File: src/rtl/ctxs_pkg.sv
// Shared constants for the context save controller: register word map,
// opcode, status encodings and engine indices.
package ctxs_pkg;
    localparam int          REG_W      = 32;
    localparam int          ADDR_W     = 4;
    localparam int          NUM_ENG    = 4;
    localparam logic [ADDR_W-1:0] A_OP   = 4'd0;
    localparam logic [ADDR_W-1:0] A_STAT = 4'd1;
    localparam logic [1:0]  GRP_INT    = 2'd1;   // words 4..7
    localparam logic [1:0]  GRP_ERR    = 2'd2;   // words 8..11
    localparam logic [REG_W-1:0] OPC_SAVE   = 32'h0000_003C;
    localparam logic [REG_W-1:0] CLR_ALL    = 32'hFFFF_FFFF;
    localparam logic [REG_W-1:0] STAT_READY = 32'h0000_0001;
    localparam logic [REG_W-1:0] STAT_BUSY  = 32'h0000_0002;
    localparam logic [REG_W-1:0] ERR_CODE   = 32'h0000_0001;
    typedef enum logic [1:0] {ENG_AES0 = 2'd0, ENG_AES1 = 2'd1,
                              ENG_RSA  = 2'd2, ENG_SHA  = 2'd3} eng_e;
endpackage

File: src/rtl/ctxs_sequencer.sv
// Save sequencer: accepts a save command only when idle with no port
// traffic, then holds busy for save_cycles cycles (0 taken as 1).
// Assumes cmd_wr is a one-cycle qualified opcode write. fin marks the
// completing cycle; fin_err says whether an error hit this save.
module ctxs_sequencer #(
    parameter int NUM_PORTS = 4,
    parameter int CNT_W     = 8
) (
    input  logic                 clk,
    input  logic                 rst_n,
    input  logic                 cmd_wr,
    input  logic [NUM_PORTS-1:0] port_busy,
    input  logic                 err_inject,
    input  logic [CNT_W-1:0]     save_cycles,
    output logic                 busy,
    output logic                 fin,
    output logic                 fin_err
);
    localparam logic [CNT_W-1:0] ONE = CNT_W'(1);

    logic             busy_q;
    logic [CNT_W-1:0] cnt_q;
    logic             err_q;
    logic             accept;

    // accept a command only when idle and all ports quiet
    assign accept  = cmd_wr && !busy_q && (port_busy == '0);
    assign fin     = busy_q && (cnt_q == ONE);
    assign fin_err = err_q || err_inject;
    assign busy    = busy_q;

    // busy window counter and error latch
    always_ff @(posedge clk) begin
        if (!rst_n) begin
            busy_q <= 1'b0;
            cnt_q  <= '0;
            err_q  <= 1'b0;
        end else if (accept) begin
            busy_q <= 1'b1;
            cnt_q  <= (save_cycles == '0) ? ONE : save_cycles;
            err_q  <= 1'b0;
        end else if (busy_q) begin
            if (cnt_q == ONE) begin
                busy_q <= 1'b0;
                cnt_q  <= '0;
                err_q  <= 1'b0;
            end else begin
                cnt_q  <= cnt_q - ONE;
                err_q  <= err_q || err_inject;
            end
        end
    end


    rise_needs_quiet_chk: assert property (@(posedge clk) disable iff (!rst_n)
        $rose(busy_q) |-> $past(port_busy == '0));

    busy_cnt_live_chk: assert property (@(posedge clk) disable iff (!rst_n)
        busy_q |-> (cnt_q != '0));

    no_reload_chk: assert property (@(posedge clk) disable iff (!rst_n)
        (busy_q && !fin && cmd_wr) |=> (busy_q && cnt_q == $past(cnt_q) - ONE));
endmodule

File: src/rtl/ctxs_regbank.sv
// Per-engine interrupt (done bit) and error status registers. Completion
// sets take priority over a software all-ones clear in the same cycle.
// Assumes int_sel / err_sel are at most one-hot and qualified by a write.
module ctxs_regbank
    import ctxs_pkg::*;
(
    input  logic                            clk,
    input  logic                            rst_n,
    input  logic [NUM_ENG-1:0]              int_sel,
    input  logic [NUM_ENG-1:0]              err_sel,
    input  logic [REG_W-1:0]                wdata,
    input  logic                            fin,
    input  logic                            fin_err,
    output logic [NUM_ENG-1:0]              done,
    output logic [NUM_ENG-1:0][REG_W-1:0]   err
);
    logic [NUM_ENG-1:0] set_done, set_err, clr_int, clr_err;
    logic               clr_val;

    // completion set vectors and clear qualifiers
    always_comb begin
        clr_val  = (wdata == CLR_ALL);
        set_done = '0;
        set_err  = '0;
        set_done[ENG_SHA]  = fin;
        set_done[ENG_AES0] = fin && !fin_err;
        set_err[ENG_AES0]  = fin && fin_err;
        clr_int = int_sel & {NUM_ENG{clr_val}};
        clr_err = err_sel & {NUM_ENG{clr_val}};
    end

    for (genvar g = 0; g < NUM_ENG; g++) begin : g_eng
        // done flag: set wins over clear
        always_ff @(posedge clk) begin
            if (!rst_n)           done[g] <= 1'b0;
            else if (set_done[g]) done[g] <= 1'b1;
            else if (clr_int[g])  done[g] <= 1'b0;
        end

        // error code: set wins over clear
        always_ff @(posedge clk) begin
            if (!rst_n)          err[g] <= '0;
            else if (set_err[g]) err[g] <= ERR_CODE;
            else if (clr_err[g]) err[g] <= '0;
        end


        int_clear_chk: assert property (@(posedge clk) disable iff (!rst_n)
            (int_sel[g] && wdata == CLR_ALL && !fin) |=> !done[g]);

        int_keep_chk: assert property (@(posedge clk) disable iff (!rst_n)
            (int_sel[g] && wdata != CLR_ALL && !fin) |=> $stable(done[g]));
    end


    ok_sets_both_chk: assert property (@(posedge clk) disable iff (!rst_n)
        (fin && !fin_err) |=> (done[ENG_AES0] && done[ENG_SHA]));

    err_blocks_done_chk: assert property (@(posedge clk) disable iff (!rst_n)
        (fin && fin_err) |=> (err[ENG_AES0] != '0 && done[ENG_SHA]
                              && done[ENG_AES0] == $past(done[ENG_AES0])));
endmodule

File: src/rtl/ctxs_ctrl.sv
// Context save controller top: decodes the register bus, returns read
// data combinationally, builds the status word and drives the
// completion interrupt. Word map: 0 operation, 1 status, 4..7 interrupt
// status (AES0, AES1, RSA, SHA), 8..11 error status (same order).
module ctxs_ctrl
    import ctxs_pkg::*;
#(
    parameter int NUM_PORTS = 4,
    parameter int CNT_W     = 8
) (
    input  logic                 clk,
    input  logic                 rst_n,
    input  logic                 bus_wr,
    input  logic                 bus_rd,
    input  logic [ADDR_W-1:0]    bus_addr,
    input  logic [REG_W-1:0]     bus_wdata,
    output logic [REG_W-1:0]     bus_rdata,
    input  logic [NUM_PORTS-1:0] port_busy,
    input  logic                 err_inject,
    input  logic [CNT_W-1:0]     save_cycles,
    output logic                 irq_o
);
    logic                          cmd_wr, busy, fin, fin_err, live_q;
    logic [NUM_ENG-1:0]            int_sel, err_sel, done;
    logic [NUM_ENG-1:0][REG_W-1:0] err;
    logic [1:0]                    grp, idx;

    assign grp = bus_addr[3:2];
    assign idx = bus_addr[1:0];

    // write decode: save opcode and per-engine register selects
    always_comb begin
        cmd_wr  = bus_wr && (bus_addr == A_OP) && (bus_wdata == OPC_SAVE);
        int_sel = '0;
        err_sel = '0;
        int_sel[idx] = bus_wr && (grp == GRP_INT);
        err_sel[idx] = bus_wr && (grp == GRP_ERR);
    end

    // marks that reset has been released
    always_ff @(posedge clk) begin
        if (!rst_n) live_q <= 1'b0;
        else        live_q <= 1'b1;
    end

    ctxs_sequencer #(.NUM_PORTS(NUM_PORTS), .CNT_W(CNT_W)) seq_i (
        .clk(clk), .rst_n(rst_n), .cmd_wr(cmd_wr), .port_busy(port_busy),
        .err_inject(err_inject), .save_cycles(save_cycles),
        .busy(busy), .fin(fin), .fin_err(fin_err));

    ctxs_regbank bank_i (
        .clk(clk), .rst_n(rst_n), .int_sel(int_sel), .err_sel(err_sel),
        .wdata(bus_wdata), .fin(fin), .fin_err(fin_err),
        .done(done), .err(err));

    // read multiplexer
    always_comb begin
        bus_rdata = '0;
        if (bus_rd) begin
            if (bus_addr == A_STAT) begin
                if (busy)                                 bus_rdata = STAT_BUSY;
                else if (live_q && port_busy == '0)       bus_rdata = STAT_READY;
            end else if (grp == GRP_INT) begin
                bus_rdata = {{(REG_W-1){1'b0}}, done[idx]};
            end else if (grp == GRP_ERR) begin
                bus_rdata = err[idx];
            end
        end
    end

    // interrupt: any done bit set
    assign irq_o = |done;


    irq_fall_by_clear_chk: assert property (@(posedge clk) disable iff (!rst_n)
        $fell(irq_o) |-> $past(bus_wr && bus_wdata == CLR_ALL && grp == GRP_INT));

    idle_err_quiet_chk: assert property (@(posedge clk) disable iff (!rst_n)
        (!busy && !bus_wr) |=> $stable(err));
endmodule

File: config.mk
export PLATFORM = sky130hd
export DESIGN_NAME = ctxs_ctrl
export DESIGN_NICKNAME = d
export VERILOG_FILES = /design/src/rtl/ctxs_pkg.sv /design/src/rtl/ctxs_sequencer.sv /design/src/rtl/ctxs_regbank.sv /design/src/rtl/ctxs_ctrl.sv
export SDC_FILE = /design/constraint.sdc
export NUM_CORES = 1
export LEC_CHECK = 0
export ABC_CLOCK_PERIOD_IN_PS = 3300
export BUFFER_PORTS_ARGS = -buffer_cell sky130_fd_sc_hd__buf_2
export CAP_MARGIN = 20
export CORE_UTILIZATION = 44
export DETAILED_ROUTE_END_ITERATION = 16
export MAX_ROUTING_LAYER = met4
export PLACE_DENSITY = 0.83
export SYNTH_ARGS = -nofsm -noshare
export SYNTH_HDL_FRONTEND = slang
export SYNTH_SLANG_ARGS = --single-unit
File: constraint.sdc
create_clock -name clk -period 3.3 [get_ports clk]
set_input_delay 0.165 -clock clk [delete_from_list [all_inputs] [get_ports clk]]
set_output_delay 0.165 -clock clk [all_outputs]
set_load 0.02 [all_outputs]
==> results.txt, run 1 <==
The run finished with clean final reports. The number of clock sinks came out at 14. The routed layout has 1266 vias. STA puts the critical path data required time at 3530 ps. The number of hold violations in the final report came out at 0. Dividing total power by cell area gives a power density of 263 nW/um^2.

The synthesized area is 1220 um^2. The total wire length after detailed routing is 2.76 mm. Walking the worst path, the cells encountered are nor3_1, nand4_1, or3_1, o311ai_0, o211a_1.

The synthesized area per cell came out at 7.54 um^2. The startpoint identified for the worst register-to-register timing path is seq_i.busy$_SDFF_PN0_. The total overflow left after global routing is 0. The family of cells with the greatest summed delay on the critical path is simple AND/OR/NAND/NOR gates.

The capturing element type of the critical path is a register. By area the synthesized netlist is led by sky130_fd_sc_hd__dfxtp_1 (23%), sky130_fd_sc_hd__buf_4 (18%), sky130_fd_sc_hd__nor4_1 (5.6%). The most frequent cell after synthesis is sky130_fd_sc_hd__buf_4. The endpoint identified for the worst register-to-register timing path is seq_i.cnt_q[3]$_SDFFE_PN0P_. In the synthesized netlist, the cells that appear most often are sky130_fd_sc_hd__buf_4 (30), sky130_fd_sc_hd__nand2_1 (16), sky130_fd_sc_hd__dfxtp_1 (14). The delay of the slowest critical-path stage is 520 ps. The path with the worst hold slack has its endpoint at live_q$_DFF_P_. The post-detailed-route DRC marker count came out at 0. Setup repair after global routing left no endpoint under its margin. The startpoint identified for the worst hold timing path is rst_n. The cell total after placement is 242. The number of slew-limit violations in the final report was 0. The maximum net fanout on the critical path is 16. The filler-free cell count of the finished design is 246.

The clock tree buffer depth is 2. The pin count of the biggest net entering global routing came out at 17. The number of synthesized register bits is 14. The filler cell count came out at 248. The clock tree from TritonCTS is done. The DRC marker count from the first detailed-route iteration came out at 34. The number of instances in the synthesized netlist came out at 162.

From bottom edge to top edge, the die measures 54.7 um. The quantity of gates resized following cts is 0. The antenna violation net count after detailed routing came out at 0. The number of maximum-capacitance constraint violations is 0. STA puts the critical path data arrival time at 2080 ps. For this run, asynchronously set or reset flops after synthesis account for 0%. Once the floorplan was initialized, standard cells occupied 48.0% of the core. The maximum vdd drop is 0.176 mV. The worst-skew pair later-pin latency is 290 ps. The most used flip-flop cell after synthesis is sky130_fd_sc_hd__dfxtp_1. The number of vias per cell after detailed routing is 5.15. The layout cell share with drive strength beyond 1 came out at 28.2%. Counting both buffers and inverters, the worst setup path holds a total of 0. The total track usage is 19.6%. STA classifies the critical path startpoint as a register. For the pin with the worst max-slew slack, the measured transition is 630 ps.

The wire length of the first global-routing pass is 4.00 mm. The leakage power summed over all cells is 0.704 nW. The kind of critical path is reg2reg.

Static timing analysis puts the maximum clock frequency at 0.542 GHz. Once the clock tree was built, the setup fixing pass inserted 0 buffers. The instance count along the most critical hold path is 1. The number of antenna violations at the first check in global routing came out at 0. The area growth from synthesis to layout is 17.6%.

For the final database, setup skew stands at 6.43 ps. The pre-antenna-repair detailed-routing pass consisted of 4 iterations. The maximum level of the CTS H-tree came out at 1. CTS placed an instance of sky130_fd_sc_hd__clkbuf_4 at the clock tree root.

The global placement routability congestion came out at 0.861. 0 antenna diodes ended up in the layout. The largest individual stage delay along the critical path comes from the cell sky130_fd_sc_hd__or3_1. The number of buffers created by CTS came out at 3. The reg-to-reg setup timing slack is 1460 ps.

The number of setup violations in the final report came out at 0. The total negative slack came out at 0 ps. The synthesized design devotes to its leading area cell type 23.0% of total area.

The sequential share of the synthesized area is 23.0%. The remaining max-slew budget at the tightest pin came out at 57.7%. The path class of the tightest hold or removal check is in2reg. The number of global-route vias before repair is 898. After layout, the worst path uses 55.9% of the clock period.

The die area is 2990 um^2. The number of unique standard cell types used by synthesis is 42. The number of synthesized flops with an enable pin came out at 0.

The routed wire length per instance is 11.2 um. The time the worst path needs with I/O delays and setup came out at 1840 ps. The hold-fix buffer count after cts came out at 0.

The final worst hold slack came out at 120 ps. Once detailed placement completed, the half-perimeter wirelength came to 2.32 mm. The number of cell instances on the worst register-to-register path came out at 5. In the final design database the tool counted 272 nets.

86 I/O pins were placed. Measured along the x axis, the die boundary spans 54.7 um. The Yosys step of the flow raised 0 warnings. The clock-pin slew on the worst setup and hold paths is 90 ps. The area of the placeable core came out at 2540 um^2. In this run the tool buffered the top-level ports with 55 buffer cells. The standard-cell row count came out at 18. The most area-hungry cell type in the Yosys netlist is sky130_fd_sc_hd__dfxtp_1.
[layer usage]
layer	track usage, %	part of all wire, %	vias up
met5	-	0	-
met4	7.69	1.1	0
met3	4.17	6.9	4
met2	29.5	49	59
met1	25.2	43	555
li1	-	-	648
[through the flow]
stage	util (%)	setup WS (ps)	instance area [um^2]	power, mW
after floorplan	-	1730	1330	0.242
after global placement	55.0	1540	1400	0.256
after detailed placement	55.0	1460	1400	0.256
after CTS	56.4	1440	1440	0.382
after global routing	56.4	1250	1440	0.400
final	56.4	1460	1440	0.378
[worst max-delay path by stage]
stage / startpoint / to / slack [ps] / cells past startpoint
after global placement: seq_i.busy$_SDFF_PN0_ / seq_i.cnt_q[3]$_SDFFE_PN0P_ / 1540 / 5
after CTS: seq_i.busy$_SDFF_PN0_ / seq_i.cnt_q[3]$_SDFFE_PN0P_ / 1440 / 5
after detailed placement: seq_i.busy$_SDFF_PN0_ / seq_i.cnt_q[1]$_SDFFE_PN0P_ / 1460 / 5
after global routing: seq_i.busy$_SDFF_PN0_ / seq_i.cnt_q[1]$_SDFFE_PN0P_ / 1250 / 5
after floorplan: seq_i.busy$_SDFF_PN0_ / seq_i.cnt_q[2]$_SDFFE_PN0P_ / 1730 / 6
final: seq_i.busy$_SDFF_PN0_ / seq_i.cnt_q[3]$_SDFFE_PN0P_ / 1460 / 5
[worst register-to-register path: stages (launching register included)]
cell,delay [ps]
sky130_fd_sc_hd__dfxtp_1,460
sky130_fd_sc_hd__nor3_1,300
sky130_fd_sc_hd__nand4_1,150
sky130_fd_sc_hd__or3_1,520
sky130_fd_sc_hd__o311ai_0,170
sky130_fd_sc_hd__o211a_1,190
[registers in the layout, summed over array words and instances, names as in the netlist]
register	cells
seq_i.cnt_q	8
bank_i.done	2
bank_i.err	1
live_q	1
seq_i.busy	1
seq_i.err_q	1
[cell usage in the layout, fill, tap and decap left out, drive strengths merged, types with 4 or more instances in the layout]
cell | Yosys | final
conb | 1 | 30
inv | 6 | 6
clkbuf | 3 | 4
dfxtp | 14 | 14
nor4 | 11 | 11
a21boi | 5 | 5
nand3 | 6 | 6
nand2 | 16 | 16
nor2 | 7 | 7
o211a | 4 | 4
buf | 31 | 55
nand4 | 10 | 10
nor3 | 7 | 7
[cells by family (layout without fill, tap and decap cells)]
| family | Yosys count | after routing | synth area share [%] |
|---|---|---|---|
| xor gates and xnor gates | 1 | 1 | 0.717 |
| and+or+nand+nor | 74 | 74 | 33.0 |
| DFF | 14 | 14 | 23.0 |
| buffers and inverters | 40 | 65 | 21.7 |
| adders and majority gates | 2 | 2 | 2.05 |
| muxes | 3 | 3 | 2.56 |
| AOI/OAI and AO/OA | 27 | 27 | 16.7 |
| other | 1 | 30 | 0.307 |
[power breakdown]
part | internal [mW] | switching, mW
Clock | 0.0672 | 0.0577
Sequential | 0.169 | 0.000157
Combinational | 0.0280 | 0.0551
[final cells by class]
class,instances,area (um^2),share of cell area [%]
sequential,14,280,19.5
tap,30,37.5,2.61
timing repair buffer,55,275,19.2
clock buffer,4,36.3,2.53
inverter,6,22.5,1.57
multi-input combinational,137,785,54.6
Power figures use the tool's default switching activity.
==> run 2, diff against run 1 <==
--- a/config.mk
+++ b/config.mk
@@ -5,13 +5,14 @@
 export SDC_FILE = /design/constraint.sdc
 export NUM_CORES = 1
 export LEC_CHECK = 0
-export ABC_CLOCK_PERIOD_IN_PS = 3300
+export ABC_AREA = 1
+export ABC_CLOCK_PERIOD_IN_PS = 1600
 export BUFFER_PORTS_ARGS = -buffer_cell sky130_fd_sc_hd__buf_2
 export CAP_MARGIN = 20
-export CORE_UTILIZATION = 44
+export CORE_UTILIZATION = 40
 export DETAILED_ROUTE_END_ITERATION = 16
 export MAX_ROUTING_LAYER = met4
-export PLACE_DENSITY = 0.83
+export PLACE_DENSITY = 0.75
 export SYNTH_ARGS = -nofsm -noshare
 export SYNTH_HDL_FRONTEND = slang
 export SYNTH_SLANG_ARGS = --single-unit
==> constraint.sdc (replaced) <==
create_clock -name clk -period 1.6 [get_ports clk]
set_input_delay 0.08 -clock clk [delete_from_list [all_inputs] [get_ports clk]]
set_output_delay 0.08 -clock clk [all_outputs]
set_load 0.02 [all_outputs]
==> results.txt, run 2 <==
The run finished with clean final reports. The maximum vdd drop is 0.466 mV. The cell count after synthesis came out at 245.

Yosys mapped a number of flops with a built-in enable equal to 0. The number of vias after detailed routing is 1573. The synthesized area per cell came out at 6.05 um^2.

For this configuration, the core starts out at a cell density of 43.1%. The worst-skew pair later-pin latency came out at 250 ps. The analysis attributes to net switching a power of 266 uW.

In this run, the clock network consumes 39.2% of the power. The critical path starts at seq_i.cnt_q[1]$_SDFFE_PN0P_. The synthesized design spends more area on one cell type than any other, namely sky130_fd_sc_hd__dfxtp_1. Setup repair after global routing left no endpoint under its margin. The power share of the sequential group is 38.9%. The maximum level of the CTS H-tree came out at 1. The die area came out at 3950 um^2. The sequential share of the synthesized area came out at 18.9%.

Sorting the synthesized cells by area gives the leading types as sky130_fd_sc_hd__dfxtp_1 (19%), sky130_fd_sc_hd__buf_4 (15%), sky130_fd_sc_hd__nand2_1 (12%). Buffers added to address setup during post-CTS repair amount to 0. The number of cell instances on the worst register-to-register path is 9.

The number of vias per cell after detailed routing came out at 4.53. In the final timing run, aggregate negative setup slack is 0 ps. The critical path buffer and inverter count came out at 1. After synthesis, the largest area contributor takes up 18.9% of total cell area.

The instance count along the most critical hold path came out at 1. The worst setup path is captured at a register. The family of cells with the greatest summed delay on the critical path is simple AND/OR/NAND/NOR gates. The worst hold path belongs to the class in2reg.

The total wire length after detailed routing came out at 3.26 mm. The number of maximum-capacitance constraint violations came out at 0. The cell at the slowest stage of the critical path is sky130_fd_sc_hd__dfxtp_1. Walking the worst path, the cells encountered are inv_1, ha_1, nand3_1, nor2_2, nor2_4, o21ai_1, nand2_1, nand2_1, a21oi_1. The maximum net fanout on the critical path came out at 8. In the post-synthesis netlist, the cell with the most instances is sky130_fd_sc_hd__nand2_1. The antenna violation net count after detailed routing is 0. The pin count of the biggest net entering global routing came out at 13. The top flip-flop cell by instance count after synthesis is sky130_fd_sc_hd__dfxtp_1.

The share of flip-flops with an asynchronous set or reset came out at 0%. The number of antenna violations at the first check in global routing came out at 0. The worst setup path is of the reg2reg kind. The area of the placeable core is 3440 um^2. Synthesis inferred 14 register bits. Summed over all cells, the static leakage comes to 0.915 nW. Post-CTS repair changed the size of 0 cells.

The worst path uses 85.1% of the clock period. In this run, placement finished with an instance count of 343. The number of buffers created by CTS came out at 3.

The synthesized area is 1480 um^2. The global placement routability congestion came out at 0.929. In this run the cell area measured after placement is 1680 um^2. The capturing point of the worst reg2reg path is seq_i.cnt_q[2]$_SDFFE_PN0P_.

Global routing consumed, over all layers together, 18.5% of the routing resources. The delay of the slowest critical-path stage came out at 370 ps. The number of global-route vias before repair came out at 1481. Combinational logic is responsible for 21.9% of the overall power.

The I/O pin count is 86. The number of setup violations in the final report is 0. The hold-fix buffer count after cts is 0.

In the synthesized netlist, the cells that appear most often are sky130_fd_sc_hd__nand2_1 (46), sky130_fd_sc_hd__nor2_1 (38), sky130_fd_sc_hd__inv_1 (32). Counting flops per register, the top entry is seq_i.cnt_q. After routing the design area is 1740 um^2. At the end of the flow, the number of nets in the layout was 357.

The data arrival time of the worst path is 1540 ps. The layout cell share with drive strength beyond 1 is 25.2%. Once layout is complete, the cells apart from fillers number 347. The number of flip-flops under the largest register name is 8.

The worst hold path begins at rst_n. The number of search-and-repair iterations in the first detailed-routing pass is 4. In the layout the commonest cells are sky130_fd_sc_hd__buf_2 (55), sky130_fd_sc_hd__nand2_1 (46), sky130_fd_sc_hd__nor2_1 (38). The largest registers in the layout are seq_i.cnt_q: 8 flops, bank_i.done: 2 flops.

The number of unique standard cell types used by synthesis came out at 33. The number of hold violations in the final report came to 0. Measured along the y axis, the die boundary spans 62.9 um. The number of slew-limit violations in the final report was 0. The startpoint identified for the worst register-to-register timing path is seq_i.cnt_q[1]$_SDFFE_PN0P_. The reg-to-reg setup timing slack is 240 ps. The commonest non-fill, non-tap cell in the layout is sky130_fd_sc_hd__buf_2. The floorplan has 21 rows.

The clock tree skew after final layout came out at 0.736 ps. The count of input and output buffers came out at 55. The final core area utilization is 50.5%. The filler cell count came out at 379.

At the worst endpoint, the required time is 1780 ps. TritonCTS built the clock tree. The time the worst path needs with I/O delays and setup is 1360 ps. By instance count, the cell type seen most on the critical path is sky130_fd_sc_hd__nand2_1.

The clock tree buffer depth came out at 2. The internal power of the cells is 634 uW. From synthesis to final layout, the design area changed by 17.3%.

In this run, the number of DRC markers left after iteration 0 of detailed routing was 56. STA classifies the critical path startpoint as a register. Net switching is 29.6% of the power. For hold timing, the worst endpoint is live_q$_DFF_P_.

The repair_antennas step left the layout with diodes totalling 0. The wire length of the first global-routing pass is 5.90 mm. The die extent in x is 62.9 um. The total half-perimeter wirelength after legalization and detailed placement came out at 2.73 mm.

The clock-pin slew on the worst setup and hold paths came out at 60 ps. The post-detailed-route DRC marker count came out at 0. The routed wire length per instance came out at 9.40 um.

Global routing finished with a remaining overflow of 0. In this run the power density over the cells is 517 nW/um^2. The number of clock sinks is 14. The timing-limited maximum frequency came out at 0.734 GHz. The count of synthesis-stage warnings from yosys is 0.

Clock tree synthesis selected as its root buffer the cell sky130_fd_sc_hd__clkbuf_8.
[run 2: metrics by stage]
step / hold WS, ps / power, mW / setup slack, ps
after floorplan: 108 / 0.521 / 232
final: 5.64 / 0.900 / 238
after CTS: 8.39 / 0.900 / 232
after global routing: 11.4 / 0.939 / 44.7
after detailed placement: 264 / 0.554 / 254
after global placement: 263 / 0.552 / 258
[run 2: layout make-up]
type | count | area, um^2 | area share, %
tap | 46 | 57.6 | 3.31
timing repair buffer | 55 | 275 | 15.8
inverter | 36 | 135 | 7.77
clock buffer | 4 | 55.1 | 3.17
sequential | 14 | 280 | 16.1
multi-input combinational | 192 | 936 | 53.8
[run 2: how the worst max path moves through the flow]
stage / end / slack (ps) / cells after the start
floorplan: bus_rdata[0] / 230 / 4
detailed placement: seq_i.cnt_q[3]$_SDFFE_PN0P_ / 250 / 9
finish: seq_i.cnt_q[2]$_SDFFE_PN0P_ / 240 / 9
global route: seq_i.cnt_q[2]$_SDFFE_PN0P_ / 40 / 9
CTS: seq_i.cnt_q[3]$_SDFFE_PN0P_ / 230 / 9
global placement: seq_i.cnt_q[3]$_SDFFE_PN0P_ / 260 / 9
[run 2: kinds of logic after synthesis]
group	Yosys count	share of synthesized area, %
AO/OA/AOI/OAI	20	7.34
XOR/XNOR	1	0.591
adder cells (fa/ha/maj)	2	1.69
buffers and inverters	68	25.3
flip-flops	14	18.9
other	1	0.253
AND/OR/NAND/NOR	139	45.9
[run 2: per-layer routing]
layer / wire length [um] / global-route usage, % / part of all wire (%) / vias up
met5: 0 / - / 0 / -
met4: 43 / 6.98 / 1.3 / 0
met3: 220 / 4.20 / 6.7 / 6
met2: 1560 / 31.2 / 48 / 61
met1: 1440 / 21.2 / 44 / 674
li1: - / - / - / 832
[run 2: power by group through the flow]
stage          clock network (mW)  logic, mW  registers (mW)
5_1_grt                     0.371      0.218           0.350
2_1_floorplan                   0      0.164           0.358
6_report                    0.353      0.197           0.350
3_5_place_dp                    0      0.196           0.358
4_1_cts                     0.354      0.196           0.350
3_3_place_gp                    0      0.194           0.358
